<file path="config.mk">
export PLATFORM = sky130hd
export DESIGN_NAME = vreg_i2c_target
export DESIGN_NICKNAME = d
export VERILOG_FILES = /design/src/rtl/vreg_i2c_pkg.sv /design/src/rtl/vreg_bus_frontend.sv /design/src/rtl/vreg_proto_engine.sv /design/src/rtl/vreg_reg_bank.sv /design/src/rtl/vreg_i2c_target.sv
export SDC_FILE = /design/constraint.sdc
export NUM_CORES = 1
export LEC_CHECK = 0
export BUFFER_PORTS_ARGS = -buffer_cell sky130_fd_sc_hd__buf_2
export CAP_MARGIN = 30
export CORE_MARGIN = 3
export CORE_UTILIZATION = 50
export CTS_CLUSTER_DIAMETER = 100
export DETAILED_ROUTE_END_ITERATION = 8
export PLACE_DENSITY = 0.8
export SLEW_MARGIN = 40
export SYNTH_ARGS = -nofsm -noshare
export SYNTH_HDL_FRONTEND = slang
export SYNTH_SLANG_ARGS = --single-unit
</file>
<file path="constraint.sdc">
create_clock -name clk -period 3.2 [get_ports clk]
set_input_delay 0.48 -clock clk [delete_from_list [all_inputs] [get_ports clk]]
set_output_delay 0.48 -clock clk [all_outputs]
set_load 0.005 [all_outputs]
</file>
<file path="src/rtl/vreg_i2c_pkg.sv">
package vreg_i2c_pkg;

    localparam int BYTE_W    = 8;
    localparam int NUM_SETPT = 2;
    localparam int SEL_W     = (NUM_SETPT > 1) ? $clog2(NUM_SETPT) : 1;

    localparam logic [BYTE_W-1:0] REG_CTRL = 8'h02;
    localparam logic [BYTE_W-1:0] REG_ID_A = 8'h03;
    localparam logic [BYTE_W-1:0] REG_ID_B = 8'h04;
    localparam logic [BYTE_W-1:0] REG_STAT = 8'h05;

    localparam logic [BYTE_W-1:0] ID_A_VAL = 8'h80;
    localparam logic [BYTE_W-1:0] ID_B_VAL = 8'h01;

    localparam int          CTRL_RST_BIT = 2;
    localparam logic [4:0]  HS_CODE_HI   = 5'b00001;

    typedef struct packed {
        logic       rail_on;
        logic       pwm_force;
        logic [5:0] code;
    } setpt_t;

    typedef struct packed {
        logic       discharge;
        logic [2:0] slew;
    } ctrl_t;

    localparam ctrl_t CTRL_DEF = '{discharge: 1'b1, slew: 3'b000};

    typedef enum logic [2:0] {
        ST_IDLE,
        ST_ADDR,
        ST_PTR,
        ST_WDAT,
        ST_ACK,
        ST_RDAT,
        ST_RACK,
        ST_SKIP
    } eng_state_t;

    function automatic setpt_t setpt_default(int unsigned idx);
        return (idx == 0) ? setpt_t'(8'h28) : setpt_t'(8'hAC);
    endfunction

    function automatic logic [BYTE_W-1:0] ctrl_to_byte(ctrl_t c);
        return {c.discharge, c.slew, 4'b0000};
    endfunction

    function automatic logic is_hs_code(logic [BYTE_W-1:0] b);
        return b[7:3] == HS_CODE_HI;
    endfunction

endpackage

</file>
<file path="src/rtl/vreg_bus_frontend.sv">
module vreg_bus_frontend #(
    parameter int STAGES = 2
) (
    input  logic clk,
    input  logic rst,
    input  logic scl_i,
    input  logic sda_i,
    output logic sda_s,
    output logic scl_rise,
    output logic scl_fall,
    output logic start_ev,
    output logic stop_ev
);
    localparam int LINES = 2;

    logic [STAGES-1:0][LINES-1:0] chain;
    logic scl_s, scl_d, sda_d;

    always_ff @(posedge clk) begin
        if (rst) begin
            chain <= '1;
        end else begin
            chain <= {chain[STAGES-2:0], {scl_i, sda_i}};
        end
    end

    assign scl_s = chain[STAGES-1][1];
    assign sda_s = chain[STAGES-1][0];

    always_ff @(posedge clk) begin
        if (rst) begin
            scl_d <= 1'b1;
            sda_d <= 1'b1;
        end else begin
            scl_d <= scl_s;
            sda_d <= sda_s;
        end
    end

    assign scl_rise = scl_s & ~scl_d;
    assign scl_fall = ~scl_s & scl_d;
    assign start_ev = scl_s & scl_d & sda_d & ~sda_s;
    assign stop_ev  = scl_s & scl_d & ~sda_d & sda_s;

endmodule

</file>
<file path="src/rtl/vreg_proto_engine.sv">
module vreg_proto_engine
    import vreg_i2c_pkg::*;
#(
    parameter logic [6:0] DEV_ADDR = 7'h60
) (
    input  logic              clk,
    input  logic              rst,
    input  logic              en_i,
    input  logic              sda_s,
    input  logic              scl_rise,
    input  logic              scl_fall,
    input  logic              start_ev,
    input  logic              stop_ev,
    input  logic [BYTE_W-1:0] rd_data_i,
    output logic              sda_oe_o,
    output logic              hs_o,
    output logic [BYTE_W-1:0] ptr_o,
    output logic              wr_en_o,
    output logic [BYTE_W-1:0] wr_data_o,
    output eng_state_t        state_o
);
    eng_state_t        state, ack_next;
    logic [2:0]        bitcnt;
    logic [BYTE_W-2:0] shreg;
    logic [BYTE_W-2:0] txsh;
    logic [BYTE_W-1:0] rx;
    logic              byte_end;
    logic              ack_on;

    assign rx       = {shreg, sda_s};
    assign byte_end = scl_rise && (bitcnt == 3'd7);

    assign wr_en_o   = en_i && !start_ev && !stop_ev && (state == ST_WDAT) && byte_end;
    assign wr_data_o = rx;
    assign state_o   = state;

    always_ff @(posedge clk) begin
        if (rst || !en_i) begin
            state    <= ST_IDLE;
            ack_next <= ST_SKIP;
            bitcnt   <= '0;
            shreg    <= '0;
            txsh     <= '0;
            sda_oe_o <= 1'b0;
            ack_on   <= 1'b0;
            hs_o     <= 1'b0;
            ptr_o    <= '0;
        end else if (stop_ev) begin
            state    <= ST_IDLE;
            sda_oe_o <= 1'b0;
            ack_on   <= 1'b0;
            hs_o     <= 1'b0;
        end else if (start_ev) begin
            state    <= ST_ADDR;
            bitcnt   <= '0;
            sda_oe_o <= 1'b0;
            ack_on   <= 1'b0;
        end else begin
            unique case (state)
                ST_ADDR, ST_PTR, ST_WDAT: begin
                    if (scl_rise) begin
                        shreg  <= rx[BYTE_W-2:0];
                        bitcnt <= bitcnt + 3'd1;
                    end
                    if (byte_end) begin
                        if (state == ST_ADDR) begin
                            if (!hs_o && is_hs_code(rx)) begin
                                hs_o  <= 1'b1;
                                state <= ST_SKIP;
                            end else if (rx[7:1] == DEV_ADDR) begin
                                state    <= ST_ACK;
                                ack_next <= rx[0] ? ST_RDAT : ST_PTR;
                            end else begin
                                state <= ST_SKIP;
                            end
                        end else if (state == ST_PTR) begin
                            ptr_o    <= rx;
                            state    <= ST_ACK;
                            ack_next <= ST_WDAT;
                        end else begin
                            state    <= ST_ACK;
                            ack_next <= ST_SKIP;
                        end
                    end
                end
                ST_ACK: begin
                    if (scl_fall) begin
                        if (!ack_on) begin
                            ack_on   <= 1'b1;
                            sda_oe_o <= 1'b1;
                        end else begin
                            ack_on <= 1'b0;
                            bitcnt <= '0;
                            state  <= ack_next;
                            if (ack_next == ST_RDAT) begin
                                txsh     <= rd_data_i[BYTE_W-2:0];
                                sda_oe_o <= ~rd_data_i[BYTE_W-1];
                            end else begin
                                sda_oe_o <= 1'b0;
                            end
                        end
                    end
                end
                ST_RDAT: begin
                    if (scl_rise) begin
                        bitcnt <= bitcnt + 3'd1;
                        if (bitcnt == 3'd7) begin
                            state <= ST_RACK;
                        end
                    end else if (scl_fall) begin
                        sda_oe_o <= ~txsh[BYTE_W-2];
                        txsh     <= {txsh[BYTE_W-3:0], 1'b0};
                    end
                end
                ST_RACK: begin
                    if (scl_fall) begin
                        sda_oe_o <= 1'b0;
                        state    <= ST_SKIP;
                    end
                end
                default: begin
                end
            endcase
        end
    end

endmodule

</file>
<file path="src/rtl/vreg_reg_bank.sv">
module vreg_reg_bank
    import vreg_i2c_pkg::*;
(
    input  logic                             clk,
    input  logic                             rst,
    input  logic                             en_i,
    input  logic                             wr_en_i,
    input  logic [BYTE_W-1:0]                wr_addr_i,
    input  logic [BYTE_W-1:0]                wr_data_i,
    input  logic [BYTE_W-1:0]                rd_addr_i,
    input  logic                             pgood_i,
    output logic [BYTE_W-1:0]                rd_data_o,
    output logic [NUM_SETPT-1:0][BYTE_W-1:0] setpt_o,
    output logic [BYTE_W-1:0]                ctrl_o
);
    logic  soft_rst;
    logic  to_default;
    ctrl_t ctrl_q;

    assign soft_rst   = wr_en_i && (wr_addr_i == REG_CTRL) && wr_data_i[CTRL_RST_BIT];
    assign to_default = rst || !en_i || soft_rst;

    for (genvar i = 0; i < NUM_SETPT; i++) begin : g_setpt
        localparam logic [BYTE_W-1:0] MY_ADDR = BYTE_W'(i);
        setpt_t q;
        always_ff @(posedge clk) begin
            if (to_default) begin
                q <= setpt_default(i);
            end else if (wr_en_i && (wr_addr_i == MY_ADDR)) begin
                q <= setpt_t'(wr_data_i);
            end
        end
        assign setpt_o[i] = q;
    end

    always_ff @(posedge clk) begin
        if (to_default) begin
            ctrl_q <= CTRL_DEF;
        end else if (wr_en_i && (wr_addr_i == REG_CTRL)) begin
            ctrl_q <= ctrl_t'(wr_data_i[7:4]);
        end
    end

    assign ctrl_o = ctrl_to_byte(ctrl_q);

    always_comb begin
        rd_data_o = '0;
        if (rd_addr_i < BYTE_W'(NUM_SETPT)) begin
            rd_data_o = setpt_o[rd_addr_i[SEL_W-1:0]];
        end else begin
            unique case (rd_addr_i)
                REG_CTRL: rd_data_o = ctrl_o;
                REG_ID_A: rd_data_o = ID_A_VAL;
                REG_ID_B: rd_data_o = ID_B_VAL;
                REG_STAT: rd_data_o = {pgood_i, 7'b0000000};
                default:  rd_data_o = '0;
            endcase
        end
    end

endmodule

</file>
<file path="src/rtl/vreg_i2c_target.sv">
module vreg_i2c_target
    import vreg_i2c_pkg::*;
#(
    parameter logic [6:0] DEV_ADDR    = 7'h60,
    parameter int         SYNC_STAGES = 2
) (
    input  logic              clk,
    input  logic              rst,
    input  logic              chip_en,
    input  logic              scl_i,
    input  logic              sda_i,
    output logic              sda_oe,
    input  logic              pgood_i,
    output logic [BYTE_W-1:0] setpt_a_o,
    output logic [BYTE_W-1:0] setpt_b_o,
    output logic [BYTE_W-1:0] ctrl_o,
    output logic              hs_o
);
    logic                             sda_s, scl_rise, scl_fall, start_ev, stop_ev;
    logic [BYTE_W-1:0]                ptr, rd_data, wr_data;
    logic                             wr_en;
    logic [NUM_SETPT-1:0][BYTE_W-1:0] setpt;
    eng_state_t                       eng_state;

    vreg_bus_frontend #(.STAGES(SYNC_STAGES)) u_front (
        .clk      (clk),
        .rst      (rst),
        .scl_i    (scl_i),
        .sda_i    (sda_i),
        .sda_s    (sda_s),
        .scl_rise (scl_rise),
        .scl_fall (scl_fall),
        .start_ev (start_ev),
        .stop_ev  (stop_ev)
    );

    vreg_proto_engine #(.DEV_ADDR(DEV_ADDR)) u_eng (
        .clk       (clk),
        .rst       (rst),
        .en_i      (chip_en),
        .sda_s     (sda_s),
        .scl_rise  (scl_rise),
        .scl_fall  (scl_fall),
        .start_ev  (start_ev),
        .stop_ev   (stop_ev),
        .rd_data_i (rd_data),
        .sda_oe_o  (sda_oe),
        .hs_o      (hs_o),
        .ptr_o     (ptr),
        .wr_en_o   (wr_en),
        .wr_data_o (wr_data),
        .state_o   (eng_state)
    );

    vreg_reg_bank u_bank (
        .clk       (clk),
        .rst       (rst),
        .en_i      (chip_en),
        .wr_en_i   (wr_en),
        .wr_addr_i (ptr),
        .wr_data_i (wr_data),
        .rd_addr_i (ptr),
        .pgood_i   (pgood_i),
        .rd_data_o (rd_data),
        .setpt_o   (setpt),
        .ctrl_o    (ctrl_o)
    );

    assign setpt_a_o = setpt[0];
    assign setpt_b_o = setpt[1];

endmodule

</file>
After elaboration in Yosys (flattened, before gate mapping)
Index checks and enable logic that the tools add are counted.
{"block": "op_classes", "div_mod_pow": 0, "shifts": 0, "n_mux": 39, "eq_ne": 33, "magnitude_cmp": 2, "n_reduce_logical": 36, "addsub": 1, "mul": 0, "bitwise_logic": 16}
{"op": "$mux W3", "n": 17}
{"op": "$mux W7", "n": 5}
{"op": "$pmux W8 S4", "n": 1}
{"op": "$mux W8", "n": 3}
{"op": "$eq A8 B2 Y1 const B", "n": 2}
{"op": "$eq A8 B3 Y1 const B", "n": 2}
{"op": "$eq A3 B3 Y1 const B", "n": 5}
{"op": "$ne A3 B1 Y1 const B", "n": 5}
{"op": "$reduce_and A5 Y1", "n": 3}
{"op": "$pmux W7 S2", "n": 1}
{"op": "$reduce_and A7 Y1", "n": 2}
{"op": "$ne A2 B2 Y1 const B", "n": 6}
{"op": "$pmux W3 S4", "n": 1}
{"op": "$reduce_and A6 Y1", "n": 2}
{"op": "$logic_and A1 B1 Y1", "n": 10}
{"op": "$ne A2 B1 Y1 const B", "n": 5}
{"op": "$not A1 Y1", "n": 9}
{"op": "$eq A8 B1 Y1 const B", "n": 1}
{"op": "$logic_not A8 Y1", "n": 1}
{"op": "$lt A8 B2 Y1 const B", "n": 1}
{"op": "$mux W1", "n": 8}
{"op": "$reduce_and A8 Y1", "n": 1}
{"op": "$and A1 B1 Y1", "n": 7}
{"op": "$eq A7 B7 Y1 const B", "n": 1}
{"op": "20 further kinds", "n": 28}
{"block": "totals", "ff_bits": 60, "mem_bits_rw": 0, "out_inout_bits": 26, "rom_bits": 0, "n_memories": 0, "latch_bits": 0}

Longest topological paths before layout
Gate-level depths: netlist (run 1).
{"block": "logic_depth", "depth_word": 11, "mapped_depth": 7, "depth_no_buf": 6}

By module
From an unflattened synthesis (run 1), not the netlist that was laid out.
{"block": "unflattened", "cells_unflattened": 337, "area_unflattened_um2": 3084.2}
{"mod": "vreg_proto_engine", "area_each_um2": 1761.7, "cells_per_inst": 195, "seq_area_each_um2": 680.7, "instances": 1}
{"mod": "vreg_reg_bank", "area_each_um2": 1132.3, "cells_per_inst": 126, "seq_area_each_um2": 400.4, "instances": 1}
{"mod": "vreg_bus_frontend", "area_each_um2": 190.2, "cells_per_inst": 16, "seq_area_each_um2": 120.1, "instances": 1}

Least setup slack after synthesis (run 1)
No wires, ideal clock.
{"block": "synth_path", "kind": "register to register", "from": "register u_eng.bitcnt[0]", "to": "register u_bank.ctrl_q (netlist bit u_bank.ctrl_o[5])", "path_stages_with_launch": 8, "arrival_ns": 2.238, "setup_slack_ns": 0.833, "setup_ns": 0.130, "required_time_ns": 3.070, "n_path_buf": 1, "path_cell_list": "dfxtp_1 ha_1 ha_1 or4bb_1 or4_4 buf_6 o311ai_4 o41ai_2"}
{"block": "synth_between", "elab_chain_len": 6}
{"item": "from (decl)", "line": "vreg_proto_engine.sv:23", "source": "logic [2:0] bitcnt;"}
{"item": "from (signal assigned)", "line": "vreg_proto_engine.sv:63", "source": "bitcnt <= bitcnt + 3'd1;"}
{"item": "from (signal assigned)", "line": "vreg_proto_engine.sv:106", "source": "bitcnt <= bitcnt + 3'd1;"}
{"item": "$eq A3 B3 Y1 (*)", "line": "vreg_proto_engine.sv:31", "source": "assign byte_end = scl_rise && (bitcnt == 3'd7);"}
{"item": "$logic_and A1 B1 Y1 (*)", "line": "vreg_proto_engine.sv:31"}
{"item": "$logic_and A1 B1 Y1 (*)", "line": "vreg_proto_engine.sv:33", "source": "assign wr_en_o = en_i && !start_ev && !stop_ev && (state == ST_WDAT) && byte_end;"}
{"item": "$logic_and A1 B1 Y1 (*)", "line": "vreg_reg_bank.sv:20, vreg_reg_bank.sv:39"}
{"item": "$logic_and A1 B1 Y1", "line": "vreg_reg_bank.sv:20", "source": "assign soft_rst = wr_en_i && (wr_addr_i == REG_CTRL) && wr_data_i[CTRL_RST_BIT];"}
{"item": "$logic_or A1 B1 Y1", "line": "vreg_reg_bank.sv:21", "source": "assign to_default = rst || !en_i || soft_rst;"}
{"item": "to (signal assigned)", "line": "vreg_reg_bank.sv:40", "source": "ctrl_q <= ctrl_t'(wr_data_i[7:4]);"}
{"item": "to (decl)", "line": "vreg_reg_bank.sv:18", "source": "ctrl_t ctrl_q;"}
Every way passes the cells marked *; elsewhere a longest branch is shown, timed or not.
A chain may end at the register's enable or synchronous reset.

Final worst setup path (run 1)
{"block": "layout_path", "from": "register u_eng.bitcnt[0]", "to": "register u_bank.g_setpt[0].q (netlist bit u_bank.setpt_o[3])"}
{"block": "layout_between", "elab_chain_len": 6}
{"item": "$eq A3 B3 Y1 (*)", "line": "vreg_proto_engine.sv:31"}
{"item": "$logic_and A1 B1 Y1 (*)", "line": "vreg_proto_engine.sv:31"}
{"item": "$logic_and A1 B1 Y1 (*)", "line": "vreg_proto_engine.sv:33"}
{"item": "$logic_and A1 B1 Y1 (2 in a row)", "line": "vreg_reg_bank.sv:20"}
{"item": "$logic_or A1 B1 Y1", "line": "vreg_reg_bank.sv:21"}
{"item": "to (signal assigned)", "line": "vreg_reg_bank.sv:28", "source": "q <= setpt_default(i);"}
{"item": "to (signal assigned)", "line": "vreg_reg_bank.sv:30", "source": "q <= setpt_t'(wr_data_i);"}
{"item": "to (decl)", "line": "vreg_reg_bank.sv:25", "source": "setpt_t q;"}
Marked as above.

==> results of run 1 <==
## state kept, by name, indices dropped and copies added (netlist names), 4 cells and up
name	flops
u_bank.setpt_o	16
u_eng.ptr_o	8
u_bank.ctrl_o	4
u_eng.txsh	7
u_eng.shreg	7
## final cells by class
class | instances | area (sq um)
Clock inverter | 4 | 47.5
Clock buffer | 12 | 155
Timing Repair Buffer | 31 | 165
Fill cell | 510 | 2320
Tap cell | 72 | 90.1
Inverter | 11 | 41.3
Multi-Input combinational cell | 246 | 1560
Sequential cell | 60 | 1200
## routing by layer
metal,wire [um],vias to the layer above,part of all wire [%]
met4,151,0,2.1
met5,0,-,0
met1,3020,1229,43
met3,572,13,8.1
met2,3330,104,47
li1,-,1266,-
## per-stage QoR
step,util (%),hold WS (ps),setup WS [ps]
6_report,58.4,325,593
5_1_grt,58.4,320,441
4_1_cts,58.4,315,611
3_5_place_dp,54.7,408,616
3_3_place_gp,54.7,392,684
2_1_floorplan,-,389,833
## Yosys cell counts (3+ instances only)
master,instances,share of area (%)
or2_2,7,1.5
a211oi_1,6,1.6
nor2_1,17,2.2
inv_1,11,1.4
dfxtp_1,60,41
nor2b_1,6,1.3
o2bb2ai_1,3,0.91
clkbuf_1,17,2.2
and2_1,3,0.65
buf_4,4,1.0
nor3_1,5,0.86
o21ai_0,21,3.6
a22o_1,6,1.8
a21oi_1,26,4.5
nand3_1,23,4.0
mux2i_1,8,2.8
nand3b_1,4,1.0
nand2b_1,5,1.1
nand2_1,33,4.3
a221oi_1,7,2.1
nor4_1,6,1.3
o21ai_1,8,1.4
## path summary, 6_finish.rpt
| kind | startpoint | end | slack (ps) | cells past startpoint |
|---|---|---|---|---|
| worst max register to register | u_eng.bitcnt[0] | u_bank.setpt_o[3] | 590 | 6 |
| worst max-delay path | u_eng.bitcnt[0] | u_bank.setpt_o[3] | 590 | 6 |
| worst min-delay path | scl_i | u_front.chain[1] | 330 | 2 |
| worst min register to register | u_front.chain[0] | u_front.sda_s | 420 | 1 |
## power groups by stage
stage | clock network, mW | logic, mW | registers (mW)
global route | 0.736 | 0.0405 | 0.755
floorplan | 0 | 0.0300 | 0.768
finish | 0.688 | 0.0361 | 0.755
global placement | 0 | 0.0353 | 0.771
CTS | 0.700 | 0.0359 | 0.755
detailed placement | 0 | 0.0359 | 0.772
## critical path, cell delays in order (launching register included)
cell     delay (ps)
dfxtp_1         340
ha_1            150
ha_1            180
or4bb_1         580
or4_4           700
nor4_4          370
a22oi_1         130
## cells by family (layout without fill, tap and decap cells)
| kind of cell | Yosys count | in the layout |
|---|---|---|
| compound gates | 100 | 100 |
| xor+xnor | 2 | 2 |
| simple gates | 128 | 128 |
| flops | 60 | 60 |
| other cells | 1 | 4 |
| mux | 10 | 10 |
| fa+ha+maj | 2 | 2 |
| buf+inv | 36 | 58 |
==> impl_metrics.py, run 1 <==
metrics = {
    "power_and_ir_drop": {
        "netSwitchingPower_uw": 317,
        "sw_frac_of_total_pct": 21.4,
        "clkPwrFrac_pct": 46.5,
        "sequentialPowerShare_pct": 51.1,
        "leakage_nw": 1.15,
        "power_mw": 1.48,
        "ir_drop_v": 0.000349,
        "powerDensity_nw_per_um2": 454,
        "p_comb_share_pct": 2.4,
        "internal_power_mw": 1.16,
    },
    "yosys": {
        "ys_seq_area_share_pct": 41.4,
        "synth_cells": 339,
        "synth_compound_area_share_pct": 23.3,
        "synth.yosys.warnings": 0,
        "synthSimpleGateAreaFrac_pct": 24.7,
        "yosysUniqueCellTypes": 60,
        "ys_seq_elements": 60,
        "synth_xor_area_share_pct": 0.603,
        "ys.flop_type": "dfxtp_1",
        "synth-adder-area-share_pct": 0.862,
        "synth_mux_area_share_pct": 3.53,
        "syn_area_sq_um": 2900,
        "synth_edf_count": 0,
        "synthArstFlopShare_pct": 0,
        "synth_top_family_by_area": "simple AND/OR/NAND/NOR gates",
        "syn_avg_cell_area_sq_um": 8.56,
    },
    "setup_path": {
        "required_ps": 3390,
        "endpoint_kind": "flip-flop",
        "worstPathMaxFanout": 14,
        "critical_path_class": "reg -> reg",
        "cp-start-kind": "flip-flop",
        "worst_ep_arrival_time_ps": 2800,
    },
    "sta": {
        "slew-limit-headroom_pct": 50.6,
        "setup_viol_count_final": 0,
        "setup_tns_ps": 0,
        "hold_viol": 0,
        "min_period_ps": 2610,
        "worst_pin_slew_ps": 736,
        "rsz0062_at_grt": "no",
        "fin_skew_ps": 7.76,
        "slew_violations": 0,
        "finalCritPeriodShare_pct": 81.5,
        "max_clock_freq_mhz": 384,
    },
    "grt": {
        "met1_usage_pct": 29.0,
        "use_met2_pct": 34.5,
        "grt_busiest_layer": "met2",
        "use_met3_pct": 7.16,
        "grt_start_max_net_pins": 21,
        "antenna_found_initial": 0,
        "grt_pass1_vias": 2331,
        "grt_use_total_pct": 22.4,
        "overflow": 0,
        "grt_pass1_wl_um": 11500,
    },
    "drt": {
        "drt_iter0_drc": 257,
        "ant_nets": 0,
        "routed_wirelength_um": 7070,
        "wl_per_cell_um": 16.2,
        "drc_errors": 0,
        "vias": 2612,
        "first_pass_iters": 4,
        "via_per_inst": 5.99,
    },
    "clock_tree": {
        "post_cts_buffers": 0,
        "cts_buffers": 9,
        "path_clk_slew_ps": 70,
        "tritoncts": "built",
        "clk_path_buf_depth": 2,
        "clkLatencyLatePin_ps": 340,
        "cts_sinks": 60,
        "htreeDepth": 3,
        "post_cts_resized": 0,
        "root_buffer": "clkbuf_8",
        "cts_hold_buf": 0,
    },
    "die": {
        "fp.dieW_um": 82.2,
        "ios": 32,
        "die_area_sq_um": 6760,
        "fp.coreArea_sq_um": 5570,
        "fp-row-count": 27,
        "die_height_um": 82.2,
        "start_util_pct": 52.1,
    },
    "layout": {
        "area_delta_synth_final_pct": 12.2,
        "antenna_cells": 0,
        "mostFrequentLayoutCell": "dfxtp_1",
        "final_cell_mix": "59 x dfxtp_1, 33 x nand2_1, 27 x buf_2",
        "finalNetCount": 367,
        "stdcell_count": 436,
        "fin_area_sq_um": 3260,
        "drive_above_1_share_pct": 18.1,
    },
    "status": {
        "status": "finished, final reports clean",
    },
    "min_path": {
        "hold_path_class": "in -> reg",
    },
    "place": {
        "dp_cells": 420,
        "place_congestion": 0.854,
        "io_buffers": 27,
        "dp_hpwl_um": 5020,
        "placed_cell_area_sq_um": 3050,
    },
    "run": {
        "maxCapViolations": 0,
    },
}
(Power assumes the default switching activity.)
==> run 2, diff against run 1 <==
--- a/config.mk
+++ b/config.mk
@@ -11,7 +11,7 @@
 export CORE_UTILIZATION = 50
 export CTS_CLUSTER_DIAMETER = 100
 export DETAILED_ROUTE_END_ITERATION = 8
-export PLACE_DENSITY = 0.8
+export PLACE_DENSITY = 0.82
 export SLEW_MARGIN = 40
 export SYNTH_ARGS = -nofsm -noshare
 export SYNTH_HDL_FRONTEND = slang
==> constraint.sdc (replaced) <==
create_clock -name clk -period 2.2 [get_ports clk]
set_input_delay 0.33 -clock clk [delete_from_list [all_inputs] [get_ports clk]]
set_output_delay 0.33 -clock clk [all_outputs]
set_load 0.005 [all_outputs]
==> impl_metrics.py, run 2 (same netlist as run 1, synthesis figures left out) <==
metrics = {
    "status": {
        "status": "complete, but fails checks",
        "violations": "negative setup slack",
    },
    "clock_tree": {
        "clk_path_buf_depth": 2,
        "post_cts_buffers": 0,
        "tritoncts": "built",
        "cts_sinks": 60,
        "cts_buffers": 9,
        "clkLatencyLatePin_ps": 340,
        "cts_hold_buf": 0,
        "path_clk_slew_ps": 60,
        "htreeDepth": 3,
        "root_buffer": "clkbuf_8",
    },
    "grt": {
        "antenna_found_initial": 0,
        "grt_pass1_wl_um": 12100,
        "overflow": 0,
        "grt_pass1_vias": 2528,
        "grt_use_total_pct": 23.8,
        "grt_start_max_net_pins": 18,
    },
    "drt": {
        "via_per_inst": 6.04,
        "ant_nets": 0,
        "drt_iter0_drc": 226,
        "routed_wirelength_um": 7840,
        "first_pass_iters": 4,
        "drc_errors": 0,
        "vias": 2761,
        "wl_per_cell_um": 17.2,
    },
    "sta": {
        "slew-limit-headroom_pct": 47.9,
        "fin_skew_ps": 6.06,
        "setup_tns_ps": -163,
        "worst_pin_slew_ps": 780,
        "setup_slack_ps": -28.7,
        "min_period_ps": 2230,
        "hold_viol": 0,
        "rsz0062_at_grt": "yes",
        "setup_viol_count_final": 12,
        "whs_ps": 165,
        "finalCritPeriodShare_pct": 101,
        "slew_violations": 0,
        "max_clock_freq_mhz": 449,
    },
    "setup_path": {
        "crit_end": "u_bank.setpt_o[6]",
        "r2r_cells": 7,
        "r2r-end": "u_bank.setpt_o[6]",
        "worst_ep_arrival_time_ps": 2520,
        "critical_path_class": "reg -> reg",
        "worstPathMaxFanout": 8,
        "cp-start-kind": "flip-flop",
        "r2r_slack_ps": -30,
        "startpoint": "u_eng.bitcnt[1]",
        "endpoint_kind": "flip-flop",
        "r2r-start": "u_eng.bitcnt[1]",
        "required_ps": 2490,
    },
    "power_and_ir_drop": {
        "p_comb_share_pct": 2.9,
        "sw_frac_of_total_pct": 20.9,
        "netSwitchingPower_uw": 456,
        "leakage_nw": 1.26,
        "ir_drop_v": 0.000658,
        "power_mw": 2.18,
        "powerDensity_nw_per_um2": 621,
        "sequentialPowerShare_pct": 50.3,
        "internal_power_mw": 1.73,
        "clkPwrFrac_pct": 46.9,
    },
    "layout": {
        "stdcell_count": 457,
        "n_fill_cell": 475,
        "finalNetCount": 389,
        "drive_above_1_share_pct": 25.5,
        "area_delta_synth_final_pct": 21.1,
        "antenna_cells": 0,
        "multi_input_comb_area_sq_um": 1650,
        "utilization_pct": 63.1,
        "seq_area_sq_um": 1200,
        "final_cell_mix": "58 x dfxtp_1, 33 x nand2_1, 27 x buf_2",
        "mostFrequentLayoutCell": "dfxtp_1",
        "largest_reg_flops": 16,
    },
    "place": {
        "dp_hpwl_um": 5400,
        "place_congestion": 0.910,
        "io_buffers": 27,
        "dp_cells": 441,
    },
    "die": {
        "fp.dieW_um": 82.2,
        "die_area_sq_um": 6760,
        "fp.coreArea_sq_um": 5570,
        "die_height_um": 82.2,
        "ios": 32,
        "fp-row-count": 27,
        "start_util_pct": 52.1,
    },
    "min_path": {
        "hold_path_class": "in -> reg",
        "hold_path_depth": 2,
    },
    "run": {
        "maxCapViolations": 0,
    },
}
run 2: power groups by stage:
stage / Combinational (mW) / Clock [mW] / Sequential [mW]
global placement: 0.0572 / 0 / 1.12
floorplan: 0.0438 / 0 / 1.12
detailed placement: 0.0591 / 0 / 1.12
finish: 0.0630 / 1.02 / 1.10
CTS: 0.0611 / 1.04 / 1.10
global route: 0.0689 / 1.10 / 1.10
run 2: worst min path at each step:
stage                          start                to  slack (ps)
CTS                            scl_i  u_front.chain[1]         150
detailed placement  u_front.chain[1]  u_front.chain[3]         390
finish                         scl_i  u_front.chain[1]         170
global route                   scl_i  u_front.chain[1]         160
global placement    u_front.chain[0]     u_front.sda_s         390
floorplan           u_front.chain[1]  u_front.chain[3]         390
run 2: worst max-delay path: stages, from the launching register on:
cell and delay [ps]:
dfxtp_2 350, ha_4 140, ha_4 110, or4bb_4 470
or4_4 610, nor4_4 180, buf_6 170, a22o_1 140
run 2: final cells by class:
cell class / count / share of cell area, %
clock buffers: 14 / 4.91
clock inverters: 1 / 0.854
inverters: 11 / 1.17
multi-input cells: 247 / 47.0
flip-flops and latches: 60 / 34.2
well taps: 72 / 2.56
repair buffers: 52 / 9.29
run 2: repair_timing:
action,in CTS,in global routing
resized for setup,3,9
gates cloned,0,1
pin swaps,1,5
setup endpoints to repair,13,21
run 2: metrics by stage:
step	setup slack, ps	area [sq um]
6_report	-28.7	3510
5_1_grt	-77.5	3510
4_1_cts	-33.7	3470
3_5_place_dp	-46.3	3240
3_3_place_gp	16.6	3240
2_1_floorplan	6.51	2950
run 2: metal layers:
layer,up-vias,share of wire [%],track usage (%)
met5,-,0,0
met2,94,47,36.9
met4,0,3.7,13.5
met1,1323,43,29.9
li1,1317,-,-
met3,27,6.1,6.07
==> run 3, diff against run 2 <==
==> constraint.sdc (replaced) <==
create_clock -name clk -period 2.2 [get_ports clk]
set_input_delay 0.22 -clock clk [delete_from_list [all_inputs] [get_ports clk]]
set_output_delay 0.22 -clock clk [all_outputs]
set_load 0.005 [all_outputs]
==> impl_metrics.py, run 3 (same netlist as run 1, synthesis figures left out) <==
metrics = {
    "drt": {
        "drt_iter0_drc": 255,
        "routed_wirelength_um": 7700,
        "wl_per_cell_um": 16.8,
        "drc_errors": 0,
        "via_per_inst": 6.14,
        "first_pass_iters": 5,
        "vias": 2810,
        "ant_nets": 0,
    },
    "setup_path": {
        "required_ps": 2480,
        "r2r-start": "u_eng.bitcnt[1]",
        "endpoint_kind": "flip-flop",
        "critical_path_class": "reg -> reg",
        "cp-start-kind": "flip-flop",
        "cpPeakStageDelay_ps": 610,
        "startpoint": "u_eng.bitcnt[1]",
        "worst_ep_arrival_time_ps": 2530,
        "crit_path_cell_trace": "ha_4 > ha_4 > or4bb_4 > or4_4 > nor4_4 > buf_6 > a22o_1",
        "worstPathMaxFanout": 8,
        "crit_top_cell": "ha_4",
        "slowest_stage": "or4_4",
    },
    "power_and_ir_drop": {
        "ir_drop_v": 0.000676,
        "power_mw": 2.18,
        "leakage_nw": 1.27,
        "powerDensity_nw_per_um2": 619,
    },
    "grt": {
        "grt_use_total_pct": 23.3,
        "grt_start_max_net_pins": 25,
        "grt_pass1_vias": 2488,
        "antenna_found_initial": 0,
        "overflow": 0,
        "grt_pass1_wl_um": 11900,
    },
    "sta": {
        "slew_violations": 0,
        "min_period_ps": 2240,
        "worst_pin_slew_ps": 767,
        "setup_viol_count_final": 12,
        "fin_skew_ps": 5.93,
        "finalCritPeriodShare_pct": 102,
        "slew-limit-headroom_pct": 48.8,
        "hold_viol": 0,
        "max_clock_freq_mhz": 446,
        "setup_slack_ps": -41.9,
        "rsz0062_at_grt": "yes",
    },
    "run": {
        "maxCapViolations": 0,
    },
    "layout": {
        "area_delta_synth_final_pct": 21.5,
        "final_cell_mix": "58 x dfxtp_1, 33 x nand2_1, 27 x buf_2",
        "antenna_cells": 0,
        "n_fill_cell": 465,
        "seq_area_sq_um": 1200,
        "fin_area_sq_um": 3530,
        "drive_above_1_share_pct": 25.6,
        "finalNetCount": 390,
        "largest_reg_flops": 16,
        "mostFrequentLayoutCell": "dfxtp_1",
        "multi_input_comb_area_sq_um": 1650,
    },
    "place": {
        "place_congestion": 0.876,
        "placed_cell_area_sq_um": 3230,
        "place_ws_ps": -21.9,
        "io_buffers": 27,
        "dp_hpwl_um": 5280,
    },
    "status": {
        "status": "complete, but fails checks",
        "violations": "negative setup slack",
    },
    "clock_tree": {
        "root_buffer": "clkbuf_8",
        "clkLatencyLatePin_ps": 340,
        "clk_path_buf_depth": 2,
        "cts_buffers": 9,
        "cts_hold_buf": 0,
        "tritoncts": "built",
        "cts_sinks": 60,
        "path_clk_slew_ps": 60,
        "htreeDepth": 3,
    },
    "die": {
        "die_area_sq_um": 6760,
        "ios": 32,
        "start_util_pct": 52.1,
        "fp.dieW_um": 82.2,
        "fp.coreArea_sq_um": 5570,
        "die_height_um": 82.2,
        "fp-row-count": 27,
    },
    "min_path": {
        "hp-start": "scl_i",
        "hold_path_class": "in -> reg",
    },
}
-- run 3: cell types whose count changed in the layout (fill, tap and decap cells not counted) --
cell | before | now
buf_6 | 1 | 3
a21oi_1 | 25 | 24
a21oi_2 | 1 | 2
buf_4 | 24 | 23
nand3_1 | 21 | 20
nand3_2 | 2 | 3
nor4_1 | 5 | 6
nor4_2 | 1 | 0
nor4bb_1 | 0 | 1
nor4bb_2 | 1 | 0
-- run 3: metrics by stage --
| stage | TNS, ps | instances | utilization, % | hold WS [ps] |
|---|---|---|---|---|
| 2_1_floorplan | 0 | 342 | - | 324 |
| 3_3_place_gp | 0 | 440 | 58.0 | 393 |
| 3_5_place_dp | -132 | 440 | 58.0 | 394 |
| 4_1_cts | -171 | 455 | 61.7 | 48.0 |
| 5_1_grt | -1000 | 458 | 63.3 | 56.8 |
| 6_report | -243 | 458 | 63.3 | 62.0 |
-- run 3: worst max-delay path: cells and delay by family, from the launching register on --
| family | cells | cell delay (ps) |
|---|---|---|
| fa+ha+maj | 2 | 250 |
| buf+inv | 1 | 170 |
| flops | 1 | 350 |
| simple gates | 3 | 1270 |
| compound gates | 1 | 140 |
-- run 3: cell type report --
cell class,count,share of cell area (%)
flip-flops and latches,60,34.1
multi-input cells,247,46.7
inverters,11,1.17
clock inverters,1,0.852
repair buffers,53,9.69
well taps,72,2.56
clock buffers,14,4.90
-- run 3: power breakdown --
part,internal [mW],switching [mW]
combinational,0.0223,0.0384
sequential,1.09,0.00533
clock,0.611,0.413
-- run 3: final timing paths --
check | endpoint | slack (ps) | cells past startpoint
worst max-delay path | u_bank.setpt_o[6] | -40 | 7
worst max register to register | u_bank.setpt_o[6] | -40 | 7
worst min register to register | u_front.sda_s | 410 | 1
worst min-delay path | u_front.chain[1] | 60 | 2
-- run 3: per-layer routing --
layer | global-route usage, % | up-vias | routed length, um
li1 | - | 1321 | -
met1 | 29.3 | 1340 | 3250
met2 | 35.7 | 127 | 3660
met3 | 8.57 | 22 | 574
met4 | 10.5 | 0 | 223
met5 | 0 | - | 0
-- run 3: what timing repair did --
action,CTS,global route
pin swaps,2,9
endpoints found under the setup margin,14,19
setup buffers,0,2
gates cloned,0,1
gates resized for setup,0,14
